`config.mk`:
```
export PLATFORM = sky130hd
export DESIGN_NAME = mux_bus_master
export DESIGN_NICKNAME = d
export VERILOG_FILES = /design/src/rtl/mbm_pkg.sv /design/src/rtl/mbm_cmd_queue.sv /design/src/rtl/mbm_ctrl_fsm.sv /design/src/rtl/mbm_bus_datapath.sv /design/src/rtl/mux_bus_master.sv
export SDC_FILE = /design/constraint.sdc
export NUM_CORES = 1
export LEC_CHECK = 0
export BUFFER_PORTS_ARGS = -buffer_cell sky130_fd_sc_hd__buf_4
export CORE_MARGIN = 8
export CORE_UTILIZATION = 52
export DETAILED_ROUTE_END_ITERATION = 16
export GPL_TIMING_DRIVEN = 0
export PLACE_DENSITY_LB_ADDON = 0.12
export SLEW_MARGIN = 15
export SYNTH_ARGS = -nofsm -noshare
export SYNTH_HDL_FRONTEND = slang
export SYNTH_SLANG_ARGS = --single-unit
```
`constraint.sdc`:
```
create_clock -name clk -period 2.6 [get_ports clk]
set_clock_uncertainty 0.15 [all_clocks]
set_input_delay 0.65 -clock clk [delete_from_list [all_inputs] [get_ports clk]]
set_output_delay 0.65 -clock clk [all_outputs]
set_load 0.02 [all_outputs]
```
`src/rtl/mbm_pkg.sv`:
```
// Shared types for the multiplexed-bus master.
// Assumes: nothing beyond IEEE 1800-2017.
package mbm_pkg;

    // Control states of the bus master; encoding fixed for observers.
    typedef enum logic [2:0] {
        ST_IDLE = 3'b000,
        ST_WAIT = 3'b001,
        ST_INIT = 3'b010,
        ST_ADDR = 3'b011,
        ST_DATA = 3'b100
    } mbm_state_e;

endpackage

```
`src/rtl/mbm_cmd_queue.sv`:
```
// Small in-order command queue between the user port and the bus side.
// Assumes: push only when not full, pop only when not empty (caller guards).
module mbm_cmd_queue #(
    parameter int WIDTH = 33,
    parameter int DEPTH = 2,
    localparam int PW = (DEPTH > 1) ? $clog2(DEPTH) : 1,
    localparam int CW = $clog2(DEPTH + 1)
) (
    input  logic             clk,
    input  logic             rst_n,
    input  logic             push,
    input  logic             pop,
    input  logic [WIDTH-1:0] din,
    output logic [WIDTH-1:0] head,
    output logic [CW-1:0]    count,
    output logic [CW-1:0]    count_next
);

    logic [WIDTH-1:0] slot [DEPTH];
    logic [PW-1:0]    wr_ptr;
    logic [PW-1:0]    rd_ptr;

    function automatic logic [PW-1:0] bump(input logic [PW-1:0] p);
        return (p == PW'(DEPTH - 1)) ? '0 : p + 1'b1;
    endfunction

    // Occupancy after this cycle's push and pop.
    always_comb begin
        count_next = count + CW'(push) - CW'(pop);
    end

    // Pointer and occupancy registers.
    always_ff @(posedge clk) begin
        if (!rst_n) begin
            wr_ptr <= '0;
            rd_ptr <= '0;
            count  <= '0;
        end else begin
            if (push) wr_ptr <= bump(wr_ptr);
            if (pop)  rd_ptr <= bump(rd_ptr);
            count <= count_next;
        end
    end

    // Entry storage, written at the write pointer.
    always_ff @(posedge clk) begin
        for (int i = 0; i < DEPTH; i++) begin
            if (push && wr_ptr == PW'(i)) slot[i] <= din;
        end
    end

    // Oldest entry is presented continuously.
    always_comb begin
        head = slot[rd_ptr];
    end

endmodule

```
`src/rtl/mbm_ctrl_fsm.sv`:
```
// Bus-side control: request line and the five-state transfer sequence.
// Assumes: cnt_next is the queue occupancy after this cycle, and the
// queue head is popped in every data phase.
module mbm_ctrl_fsm
    import mbm_pkg::*;
#(
    parameter int CW = 2
) (
    input  logic          clk,
    input  logic          rst_n,
    input  logic          gnt,
    input  logic          rdy,
    input  logic [CW-1:0] cnt_next,
    output mbm_state_e    state,
    output logic          req
);

    mbm_state_e state_d;
    logic       req_d;

    // Next state from the present request, grant and ready.
    always_comb begin
        if (!req) begin
            state_d = ST_IDLE;
        end else begin
            unique case (state)
                ST_IDLE, ST_WAIT: state_d = gnt ? ST_INIT : ST_WAIT;
                ST_INIT:          state_d = ST_ADDR;
                ST_ADDR:          state_d = rdy ? ST_DATA : ST_ADDR;
                ST_DATA:          state_d = ST_ADDR;
                default:          state_d = ST_IDLE;
            endcase
        end
    end

    // Request for next cycle: in a data phase only if work remains behind it.
    always_comb begin
        if (state_d == ST_DATA) req_d = (cnt_next > CW'(1));
        else                    req_d = (cnt_next != '0);
    end

    // State and request registers.
    always_ff @(posedge clk) begin
        if (!rst_n) begin
            state <= ST_IDLE;
            req   <= 1'b0;
        end else begin
            state <= state_d;
            req   <= req_d;
        end
    end

endmodule

```
`src/rtl/mbm_bus_datapath.sv`:
```
// Drives the shared bus from the queue head and captures read data.
// Assumes: head fields stay constant from address phase through data phase.
module mbm_bus_datapath
    import mbm_pkg::*;
#(
    parameter int BUS_W = 16
) (
    input  logic             clk,
    input  logic             rst_n,
    input  mbm_state_e       state,
    input  logic             head_write,
    input  logic [BUS_W-1:0] head_addr,
    input  logic [BUS_W-1:0] head_wdata,
    input  logic [BUS_W-1:0] bus_in,
    output logic [BUS_W-1:0] bus_out,
    output logic             bus_oe,
    output logic             bus_rw,
    output logic             rsp_valid,
    output logic [BUS_W-1:0] rsp_rdata
);

    // Bus value, enable and direction per phase.
    always_comb begin
        bus_out = '0;
        bus_oe  = 1'b0;
        bus_rw  = 1'b0;
        unique case (state)
            ST_ADDR: begin
                bus_out = head_addr;
                bus_oe  = 1'b1;
                bus_rw  = head_write;
            end
            ST_DATA: begin
                bus_out = head_write ? head_wdata : '0;
                bus_oe  = head_write;
                bus_rw  = head_write;
            end
            default: ;
        endcase
    end

    // Read capture at the end of a read data phase.
    always_ff @(posedge clk) begin
        if (!rst_n) begin
            rsp_valid <= 1'b0;
            rsp_rdata <= '0;
        end else begin
            rsp_valid <= (state == ST_DATA) && !head_write;
            if ((state == ST_DATA) && !head_write) rsp_rdata <= bus_in;
        end
    end

endmodule

```
`src/rtl/mux_bus_master.sv`:
```
// Master for a non-preemptive shared bus whose address and data share wires.
// Accepts user commands, arbitrates, runs address and data phases, returns
// read data. Assumes an external arbiter and slave; bus is value plus enable.
module mux_bus_master
    import mbm_pkg::*;
#(
    parameter int BUS_W  = 16,
    parameter int QDEPTH = 2
) (
    input  logic             clk,
    input  logic             rst_n,
    input  logic             cmd_valid,
    output logic             cmd_ready,
    input  logic             cmd_write,
    input  logic [BUS_W-1:0] cmd_addr,
    input  logic [BUS_W-1:0] cmd_wdata,
    output logic             rsp_valid,
    output logic [BUS_W-1:0] rsp_rdata,
    output logic             bus_req,
    input  logic             bus_gnt,
    input  logic             bus_rdy,
    output logic             bus_rw,
    output logic [BUS_W-1:0] bus_out,
    output logic             bus_oe,
    input  logic [BUS_W-1:0] bus_in
);

    localparam int EW = 1 + 2 * BUS_W;
    localparam int CW = $clog2(QDEPTH + 1);

    mbm_state_e    state;
    logic [CW-1:0] q_count;
    logic [CW-1:0] q_count_next;
    logic [EW-1:0] q_head;
    logic          q_push;
    logic          q_pop;

    // User handshake and queue control.
    always_comb begin
        cmd_ready = (q_count != CW'(QDEPTH));
        q_push    = cmd_valid && cmd_ready;
        q_pop     = (state == ST_DATA);
    end

    mbm_cmd_queue #(
        .WIDTH (EW),
        .DEPTH (QDEPTH)
    ) u_queue (
        .clk        (clk),
        .rst_n      (rst_n),
        .push       (q_push),
        .pop        (q_pop),
        .din        ({cmd_write, cmd_addr, cmd_wdata}),
        .head       (q_head),
        .count      (q_count),
        .count_next (q_count_next)
    );

    mbm_ctrl_fsm #(
        .CW (CW)
    ) u_fsm (
        .clk      (clk),
        .rst_n    (rst_n),
        .gnt      (bus_gnt),
        .rdy      (bus_rdy),
        .cnt_next (q_count_next),
        .state    (state),
        .req      (bus_req)
    );

    mbm_bus_datapath #(
        .BUS_W (BUS_W)
    ) u_datapath (
        .clk        (clk),
        .rst_n      (rst_n),
        .state      (state),
        .head_write (q_head[EW-1]),
        .head_addr  (q_head[2*BUS_W-1:BUS_W]),
        .head_wdata (q_head[BUS_W-1:0]),
        .bus_in     (bus_in),
        .bus_out    (bus_out),
        .bus_oe     (bus_oe),
        .bus_rw     (bus_rw),
        .rsp_valid  (rsp_valid),
        .rsp_rdata  (rsp_rdata)
    );

endmodule

```
==> results of run 1 <==
## through the flow
step           util, %  hold WS [ns]  TNS (ns)  instance area, sq um  std cells
6_report          71.1         0.313         0                  4750        430
5_1_grt           71.1         0.316   -0.0451                  4750        430
4_1_cts           69.3         0.313         0                  4630        426
3_5_place_dp      64.9         0.297         0                  4330        410
3_3_place_gp      64.6         0.294         0                  4310        409
2_1_floorplan        -         0.331         0                  3540        240
## routing by layer
layer / up-vias / wire [um] / track usage (%)
met5: - / 0 / 0
met4: 0 / 78 / 6.14
met3: 6 / 418 / 4.44
met2: 70 / 3600 / 23.5
met1: 1061 / 3070 / 16.9
li1: 1088 / - / -
## worst max-delay path, delay by kind of cell, from the launching register on
family | cells | cell delay, ns
simple gates | 2 | 0.49
buf+inv | 3 | 0.39
flops | 1 | 0.34
compound gates | 1 | 0.17
## repair_timing
item,in CTS,in global routing
buffers inserted,1,3
pin swaps,0,1
endpoints found under the setup margin,9,10
cloned,0,1
hold buffers,0,0
resized for setup,16,19
## kinds of logic (layout without fill, tap and decap cells)
family | after synthesis | in the layout | synth area share [%]
AOI/OAI and AO/OA | 23 | 23 | 4.02
xor gates and xnor gates | 3 | 3 | 0.741
adders and majority gates | 2 | 2 | 0.706
buffers and inverters | 17 | 127 | 2.65
DFF | 92 | 92 | 70.6
muxes | 49 | 49 | 14.0
and+or+nand+nor | 54 | 54 | 7.31
## path summary, 6_finish.rpt
kind         cells after the start                            startpoint  slack [ns]                                   end
min                              2  u_datapath.rsp_rdata[5]$_SDFFE_PN0P_        0.31  u_datapath.rsp_rdata[5]$_SDFFE_PN0P_
max reg2reg                      9             u_fsm.state[0]$_SDFF_PN0_        0.52                  u_fsm.req$_SDFF_PN0_
max                              6             u_fsm.state[0]$_SDFF_PN0_        0.07                           bus_out[12]
min reg2reg                      2  u_datapath.rsp_rdata[5]$_SDFFE_PN0P_        0.31  u_datapath.rsp_rdata[5]$_SDFFE_PN0P_
## placed cells by master, fill, tap and decap left out, drive strengths merged
cell and n:
clkinvlp 4, mux2 1, bufinv 2, edfxtp 66, and3 1, mux2i 48, nor2 7, a21bo 1
and2 2, clkinv 1, o22ai 16, dfxtp 26, inv 4, or3b 1, nand3b 2, buf 97
nor3 2, xnor2 2, o21ai 3, clkbuf 19, a21boi 1, nand2b 1, xor2 1, nand4 1
nand3 2, ha 2, nand2 35, a21oi 2
## state kept, by name, indices dropped and copies added, names as in the netlist, named ones only
| name | flops |
|---|---|
| u_queue.slot | 66 |
| u_queue.rd_ptr | 1 |
| u_queue.wr_ptr | 1 |
| u_fsm.req | 1 |
| u_datapath.rsp_valid | 1 |
| u_fsm.state | 3 |
| u_datapath.rsp_rdata | 16 |
| u_queue.count | 2 |
## power breakdown
part,internal [mW],total (mW),switching [mW]
combinational,0.103,0.225,0.122
sequential,1.66,1.69,0.0242
clock,0.536,1.01,0.479
total,2.30,2.93,0.625
## final cells by class
cell class,instances,area [sq um]
fillers,478,1930
clock buffers,9,124
clock inverters,6,90.1
repair buffers,95,769
flip-flops and latches,92,2500
plain buffers,12,95.1
multi-input cells,131,1040
inverters,5,23.8
well taps,80,100
==> impl_metrics.ini, run 1 <==
[synth]
synth-async-reset-ratio_pct = 0
yosys-top-cells-count = edfxtp_1 (66), mux2i_1 (48), nand2_1 (34)
netlist.area_leader.share_pct = 55.9
yosysMostFrequentCell = edfxtp_1
syn_nets = 296
synth_warnings = 0
syn_area_sq_mm = 0.00354
synth-seq-cells = 92
synth_edf_count = 66
yosys-top-cells-area = edfxtp_1 (56%), dfxtp_1 (15%), mux2i_1 (14%)
synth_largest_area_cell = edfxtp_1
avgSynthCellArea_sq_um = 14.8
syn_inst = 240
synth_cell_type_count = 30
ys_seq_area_share_pct = 70.6
synth_flop_cell = edfxtp_1

[placement]
gp_congestion = 0.719
numPortBuffers = 89
pre_cts_slack_ns = 0.239
dp_hpwl_um = 4890

[route]
drt_first_pass_iters = 4
detail_route.wl_per_cell_um = 16.7
ant_nets = 0
num_vias = 2225
drt_iter0_markers = 102
totalWireLength_um = 7170
vias_per_cell = 5.17
remaining_drc_errors = 0

[critical_path]
crit_fanout = 6
cp.arrival_ns = 1.73
required_ns = 1.80
path_cells = or3b_4 > clkinv_4 > nand2_8 > clkbuf_16 > o22ai_2 > buf_6
path_class = register to primary output
slowest_delay_ns = 0.42
cp-end-kind = primary output
cp_slowest_cell = or3b_4
startpoint_type = register

[min_path]
hold_class = register to register

[power]
p_leak_nw = 1.77
peakVddDrop_v = 0.000354
power.density_mw_per_mm2 = 616
power_mw = 2.93

[clocking]
tritoncts = done
cts_buffers = 9
htreeDepth = 3
clk_latency_ns = 0.34
cts_buffer_depth = 2
cts-root-buf = clkbuf_8
path_clk_slew_ns = 0.08
cts.sink_count = 92

[global_routing]
grt_pass1_vias = 2303
grt_antenna_before_repair = 0
grt_usage_pct = 14.3
globalRoute.totalOverflow = 0
grt_pass1_wl_um = 10900
grt_max_degree = 34

[sta]
finalMaxSlewViolations = 0
fin_crit_sh_pct = 97.4
finalCriticalPeriod_ns = 2.53
setup_viol = 0
hold_viol_final = 0
relSlewSlack_pct = 52.9
worst-slew-pin-transition_ns = 0.705
postLayoutSetupSlackWorst_ns = 0.0675
grt_setup_unrepaired = true
fmax_ghz = 0.395

[layout]
n_antenna_cell = 0
area_growth_syn_to_layout_pct = 34.0
drive_above_1_share_pct = 39.7
fin_nets = 402

[floorplan]
die_area_sq_mm = 0.00971
boundaryPins = 91
die_h_um = 98.6
num_rows = 30
coreArea_sq_mm = 0.00668
die_w_um = 98.6
initial_core_util_pct = 53.1

[flow_run]
drv_cap = 0

[run_status]
status = completed
Power figures use the tool's default switching activity.
==> run 2: changes to the inputs <==
--- a/config.mk
+++ b/config.mk
@@ -5,13 +5,15 @@
 export SDC_FILE = /design/constraint.sdc
 export NUM_CORES = 1
 export LEC_CHECK = 0
+export ABC_AREA = 1
 export BUFFER_PORTS_ARGS = -buffer_cell sky130_fd_sc_hd__buf_4
 export CORE_MARGIN = 8
-export CORE_UTILIZATION = 52
+export CORE_UTILIZATION = 53
 export DETAILED_ROUTE_END_ITERATION = 16
 export GPL_TIMING_DRIVEN = 0
-export PLACE_DENSITY_LB_ADDON = 0.12
+export PLACE_DENSITY = 0.83
 export SLEW_MARGIN = 15
 export SYNTH_ARGS = -nofsm -noshare
 export SYNTH_HDL_FRONTEND = slang
 export SYNTH_SLANG_ARGS = --single-unit
+export TNS_END_PERCENT = 100
==> run 2 against run 1 <==
Effect of this change: total power rose by 2.1%; utilization barely moved; wire length rose by 25%; critical path depth rose by 1; clock power rose by 5%; synthesized cell count rose by 51%; setup slack improved by 0.034 ns; maximum frequency rose by 1.3%.
==> impl_metrics.ini, run 2 <==
[synth]
syn_nets = 419
syn_area_sq_mm = 0.00375
yosys-top-cells-area = edfxtp_1 (53%), dfxtp_1 (14%), nand2_1 (12%)
yosysMostFrequentCell = nand2_1
synth_warnings = 0
avgSynthCellArea_sq_um = 10.3
ys_seq_area_share_pct = 66.8
synth_edf_count = 66
syn_inst = 363
yosys-top-cells-count = nand2_1 (115), edfxtp_1 (66), nor2_1 (44)
synth_cell_type_count = 25
netlist.area_leader.share_pct = 52.9
synth-seq-cells = 92
synth_flop_cell = edfxtp_1
synth-async-reset-ratio_pct = 0
synth_largest_area_cell = edfxtp_1

[sta]
postLayoutSetupSlackWorst_ns = 0.101
setup_viol = 0
relSlewSlack_pct = 70.6
finalCriticalPeriod_ns = 2.50
fin_crit_sh_pct = 96.1
grt_setup_unrepaired = false
whs_ns = 0.316
hold_viol_final = 0
fmax_ghz = 0.400
finalMaxSlewViolations = 0
worst-slew-pin-transition_ns = 0.441

[floorplan]
die_area_sq_mm = 0.0100
num_rows = 30
initial_core_util_pct = 54.9
die_h_um = 100
coreArea_sq_mm = 0.00683
die_w_um = 100
boundaryPins = 91

[layout]
largest-register = u_queue.slot
fin_nets = 523
final_common_cell = nand2_1
area_growth_syn_to_layout_pct = 29.5
final_util_pct = 71.1
largest_reg_flops = 66
instances_no_fill = 568
final_cell_mix = nand2_1 (114), buf_4 (92), edfxtp_1 (66)
top_regs = u_queue.slot x66, u_datapath.rsp_rdata x16, u_fsm.state x3
n_antenna_cell = 0
drive_above_1_share_pct = 29.0

[power]
internal_power_mw = 2.31
p_clk_share_pct = 35.4
power_frac_seq_pct = 56.4
sw_frac_of_total_pct = 22.6
p_leak_nw = 2.10
peakVddDrop_v = 0.000532
netSwitchingPower_mw = 0.677
pwr-share-comb_pct = 8.3
power.density_mw_per_mm2 = 616
power_mw = 2.99

[clocking]
tritoncts = done
path_clk_slew_ns = 0.09
clk_latency_ns = 0.36
cts.hold.buffers_added = 0
cts-root-buf = clkbuf_8
cts_buffer_depth = 2
cts.sink_count = 92
htreeDepth = 3
cts_buffers = 9

[flow_run]
drv_cap = 0

[route]
vias_per_cell = 5.04
drt_iter0_markers = 154
num_vias = 2864
remaining_drc_errors = 0
totalWireLength_um = 8980
ant_nets = 0
highest_layer = met4
drt_first_pass_iters = 4
wl_met2_um = 4810
detail_route.wl_per_cell_um = 15.8
met3_length_um = 406
wl_met1_um = 3440

[global_routing]
grt_pass1_vias = 2988
grt_antenna_before_repair = 0
grt_pass1_wl_um = 14100
grt_usage_pct = 18.4
grt_max_degree = 24
globalRoute.totalOverflow = 0

[critical_path]
startpoint_type = register
cp.arrival_ns = 1.70
cp_slowest_cell = dfxtp_1
path_class = register to primary output
required_ns = 1.80
crit_fanout = 10
cp-end-kind = primary output
slowest_delay_ns = 0.39
path_cells = nor2_2 > nand2_2 > inv_2 > buf_6 > nand2_1 > o21ai_0 > buf_4

[placement]
place_inst = 550
gp_congestion = 0.751
numPortBuffers = 89
dp_hpwl_um = 6590
pre_cts_slack_ns = 0.435

[min_path]
hold_class = input pin to register

[run_status]
status = completed
==> run 2: changes by cell type in the layout (fill, tap and decap cells not counted), moves of 7 or more <==
cell | before | now
o22ai_2 | 9 | 0
buf_2 | 0 | 7
a21boi_0 | 0 | 15
nand2_1 | 34 | 114
mux2i_1 | 48 | 0
inv_1 | 3 | 29
nand3_1 | 2 | 17
nor2_1 | 6 | 41
o21ai_1 | 0 | 12
==> run 2: worst paths after layout <==
check	cells after the start	end	slack, ns	start
setup / recovery	7	bus_out[5]	0.10	u_fsm.state[2]$_SDFF_PN0_
hold / removal	1	u_queue.slot[1][26]$_DFFE_PP_	0.32	cmd_addr[10]
hold reg to reg	2	u_fsm.state[0]$_SDFF_PN0_	0.32	u_fsm.req$_SDFF_PN0_
setup reg to reg	11	u_fsm.req$_SDFF_PN0_	0.52	u_fsm.state[1]$_SDFF_PN0_
==> run 2: stage by stage <==
step                      setup TNS, ns  instance area (sq um)
final                                 0                   4860
after global routing                  0                   4860
after CTS                             0                   4830
after detailed placement              0                   4610
after global placement            -7.27                   4540
after floorplan                       0                   3750
==> run 2: area by class of cell <==
cell class	count	area (sq um)
buffer	14	103
clock buffer	9	124
clock inverter	7	98.8
fill	489	1980
inverter	32	123
multi-input combinational	225	1050
sequential	92	2500
tap	96	120
timing repair buffer	93	738
==> run 2: cells by family (layout without fill, tap and decap cells) <==
group | after synthesis | in the layout | synth area share, %
DFF | 92 | 92 | 66.8
and+or+nand+nor | 184 | 184 | 19.9
adders and majority gates | 2 | 2 | 0.667
AOI/OAI and AO/OA | 38 | 38 | 6.44
xor gates and xnor gates | 1 | 1 | 0.234
buffers and inverters | 46 | 155 | 6.01
==> run 2: power by group through the flow <==
stage | Clock (mW) | Sequential (mW) | Combinational (mW)
finish | 1.06 | 1.69 | 0.247
floorplan | 0 | 1.72 | 0.110
global placement | 0 | 1.72 | 0.215
detailed placement | 0 | 1.72 | 0.245
global route | 1.12 | 1.69 | 0.274
CTS | 1.06 | 1.69 | 0.247
==> run 2: critical path, delay by kind of cell (launching register included) <==
kind                   cells  cell delay [ns]
AOI/OAI and AO/OA          1             0.11
buffers and inverters      3             0.51
DFF                        1             0.39
and+or+nand+nor            3             0.35
==> run 2: repair_timing <==
action / CTS / global route
setup buffers: 0 / 2
endpoints found under the setup margin: 0 / 12
hold endpoints to repair: 0 / 0
resized for setup: 0 / 5
==> run 2: metal layers <==
layer / vias up / global-route usage (%)
met5: - / 0
li1: 1386 / -
met1: 1363 / 19.0
met3: 26 / 4.91
met4: 0 / 10.1
met2: 89 / 33.0
==> run 3: changes to the inputs <==
--- a/config.mk
+++ b/config.mk
@@ -8,10 +8,10 @@
 export ABC_AREA = 1
 export BUFFER_PORTS_ARGS = -buffer_cell sky130_fd_sc_hd__buf_4
 export CORE_MARGIN = 8
-export CORE_UTILIZATION = 53
+export CORE_UTILIZATION = 50
 export DETAILED_ROUTE_END_ITERATION = 16
 export GPL_TIMING_DRIVEN = 0
-export PLACE_DENSITY = 0.83
+export PLACE_DENSITY = 0.79
 export SLEW_MARGIN = 15
 export SYNTH_ARGS = -nofsm -noshare
 export SYNTH_HDL_FRONTEND = slang
==> run 3 against run 2 <==
Effect of this change: global-route usage down 1.7 points; critical path type unchanged; critical path depth down 1; cell area down 0.80%; maximum frequency down 0.46%.
==> impl_metrics.ini, run 3 (same netlist as run 2, synthesis figures left out) <==
[run_status]
status = completed

[floorplan]
num_rows = 31
die_h_um = 103
initial_core_util_pct = 51.7
coreArea_sq_mm = 0.00725
die_area_sq_mm = 0.0105
die_w_um = 103
boundaryPins = 91

[placement]
pre_cts_slack_ns = 0.446
placed_area_sq_mm = 0.00460
gp_congestion = 0.765
dp_hpwl_um = 6350
place_inst = 553
numPortBuffers = 89

[layout]
n_antenna_cell = 0
largest_reg_flops = 66
largest-register = u_queue.slot
final_util_pct = 66.4
register_area_sq_mm = 0.00250
fillers = 553
final_common_cell = nand2_1
drive_above_1_share_pct = 27.8
final_cell_mix = nand2_1 (115), buf_4 (92), edfxtp_1 (66)
fin_nets = 523
multi_input_area_sq_mm = 0.00104
fin_area_sq_mm = 0.00482
top_regs = u_queue.slot x66, u_datapath.rsp_rdata x16, u_fsm.state x3
instances_no_fill = 570
area_growth_syn_to_layout_pct = 28.5

[clocking]
cts.sink_count = 92
tritoncts = done
cts-root-buf = clkbuf_8
path_clk_slew_ns = 0.09
cts_buffer_depth = 2
cts.hold.buffers_added = 0
cts_buffers = 9
clk_latency_ns = 0.35
htreeDepth = 3

[sta]
finalMaxSlewViolations = 0
postLayoutSetupSlackWorst_ns = 0.0897
hold_viol_final = 0
fmax_ghz = 0.398
fin_crit_sh_pct = 96.6
relSlewSlack_pct = 72.1
setup_viol = 0
finalCriticalPeriod_ns = 2.51
worst-slew-pin-transition_ns = 0.418
grt_setup_unrepaired = false

[power]
pwr-share-comb_pct = 8.2
peakVddDrop_v = 0.000316
netSwitchingPower_mw = 0.632
power.density_mw_per_mm2 = 609
p_clk_share_pct = 34.4
power_frac_seq_pct = 57.4
internal_power_mw = 2.30
sw_frac_of_total_pct = 21.5
p_leak_nw = 2.08

[flow_run]
drv_cap = 0

[route]
num_vias = 2816
remaining_drc_errors = 0
totalWireLength_um = 8640
drt_first_pass_iters = 4
vias_per_cell = 4.94
drt_iter0_markers = 222
detail_route.wl_per_cell_um = 15.1
ant_nets = 0

[critical_path]
required_ns = 1.80
rr_worst_depth = 11
crit_fanout = 10
path_class = register to primary output
path_cells = buf_6 > buf_2 > nand2_1 > a21boi_0 > o21ai_0 > buf_4
slowest_delay_ns = 0.33
cp_slowest_cell = dfxtp_1
cp-end-kind = primary output
startpoint_type = register
cp.arrival_ns = 1.71

[global_routing]
grt_max_degree = 26
grt_antenna_before_repair = 0
grt_pass1_vias = 2788
grt_pass1_wl_um = 13200
globalRoute.totalOverflow = 0
grt_usage_pct = 16.6

[min_path]
hold_class = input pin to register
hold_path_depth = 1
## run 3: cell types whose count changed in the layout (fill, tap and decap cells not counted)
cell	before	now
dfxtp_2	1	0
buf_16	2	0
clkinvlp_4	4	2
nand2_1	114	115
nand2_4	2	1
nor2_2	1	0
inv_6	1	0
clkbuf_1	1	3
nor2_1	41	42
dfxtp_1	25	26
buf_12	0	2
## run 3: area by class of cell
class,count,area share [%]
flip-flops and latches,92,51.9
clock buffers,11,2.73
multi-input cells,225,21.5
inverters,32,2.55
repair buffers,93,15.0
plain buffers,14,2.13
well taps,99,2.57
clock inverters,4,1.56
## run 3: timing repair
| action | 4_1_cts | 5_1_grt |
|---|---|---|
| setup endpoints to repair | 0 | 2 |
| buffers inserted | 0 | 2 |
| resized for setup | 0 | 1 |
## run 3: critical path: cells and delay by family, from the launching register on
kind            cells  cell delay (ns)
compound gates      2             0.39
buf+inv             3             0.58
flops               1             0.33
simple gates        1             0.07
## run 3: final timing paths
kind | from | endpoint | slack [ns]
setup / recovery | register | bus_out[5] | 0.09
hold / removal | cmd_addr[4] | u_queue.slot[0][20]$_DFFE_PP_ | 0.32
setup reg to reg | u_fsm.state[1]$_SDFF_PN0_ | u_fsm.req$_SDFF_PN0_ | 0.46
hold reg to reg | u_datapath.rsp_rdata[7]$_SDFFE_PN0P_ | u_datapath.rsp_rdata[7]$_SDFFE_PN0P_ | 0.34
## run 3: metrics by stage
step / total power, mW / TNS, ns / hold WS, ns
after floorplan: 1.83 / 0 / 0.322
after global placement: 1.93 / -7.14 / 0.311
after detailed placement: 1.96 / 0 / 0.314
after CTS: 2.95 / 0 / 0.320
after global routing: 3.04 / 0 / 0.305
final: 2.93 / 0 / 0.324
## run 3: power by group through the flow
stage | clock network, mW | registers (mW) | logic, mW
after floorplan | 0 | 1.72 | 0.110
after global placement | 0 | 1.72 | 0.216
after detailed placement | 0 | 1.72 | 0.243
after CTS | 1.02 | 1.68 | 0.244
after global routing | 1.09 | 1.69 | 0.266
final | 1.01 | 1.68 | 0.242
## run 3: layer usage
layer,vias up,global-route usage [%],part of all wire [%]
met1,1345,18.7,38
li1,1386,-,-
met3,12,4.12,6.0
met4,0,7.79,2.0
met2,73,29.0,54
met5,-,0,0
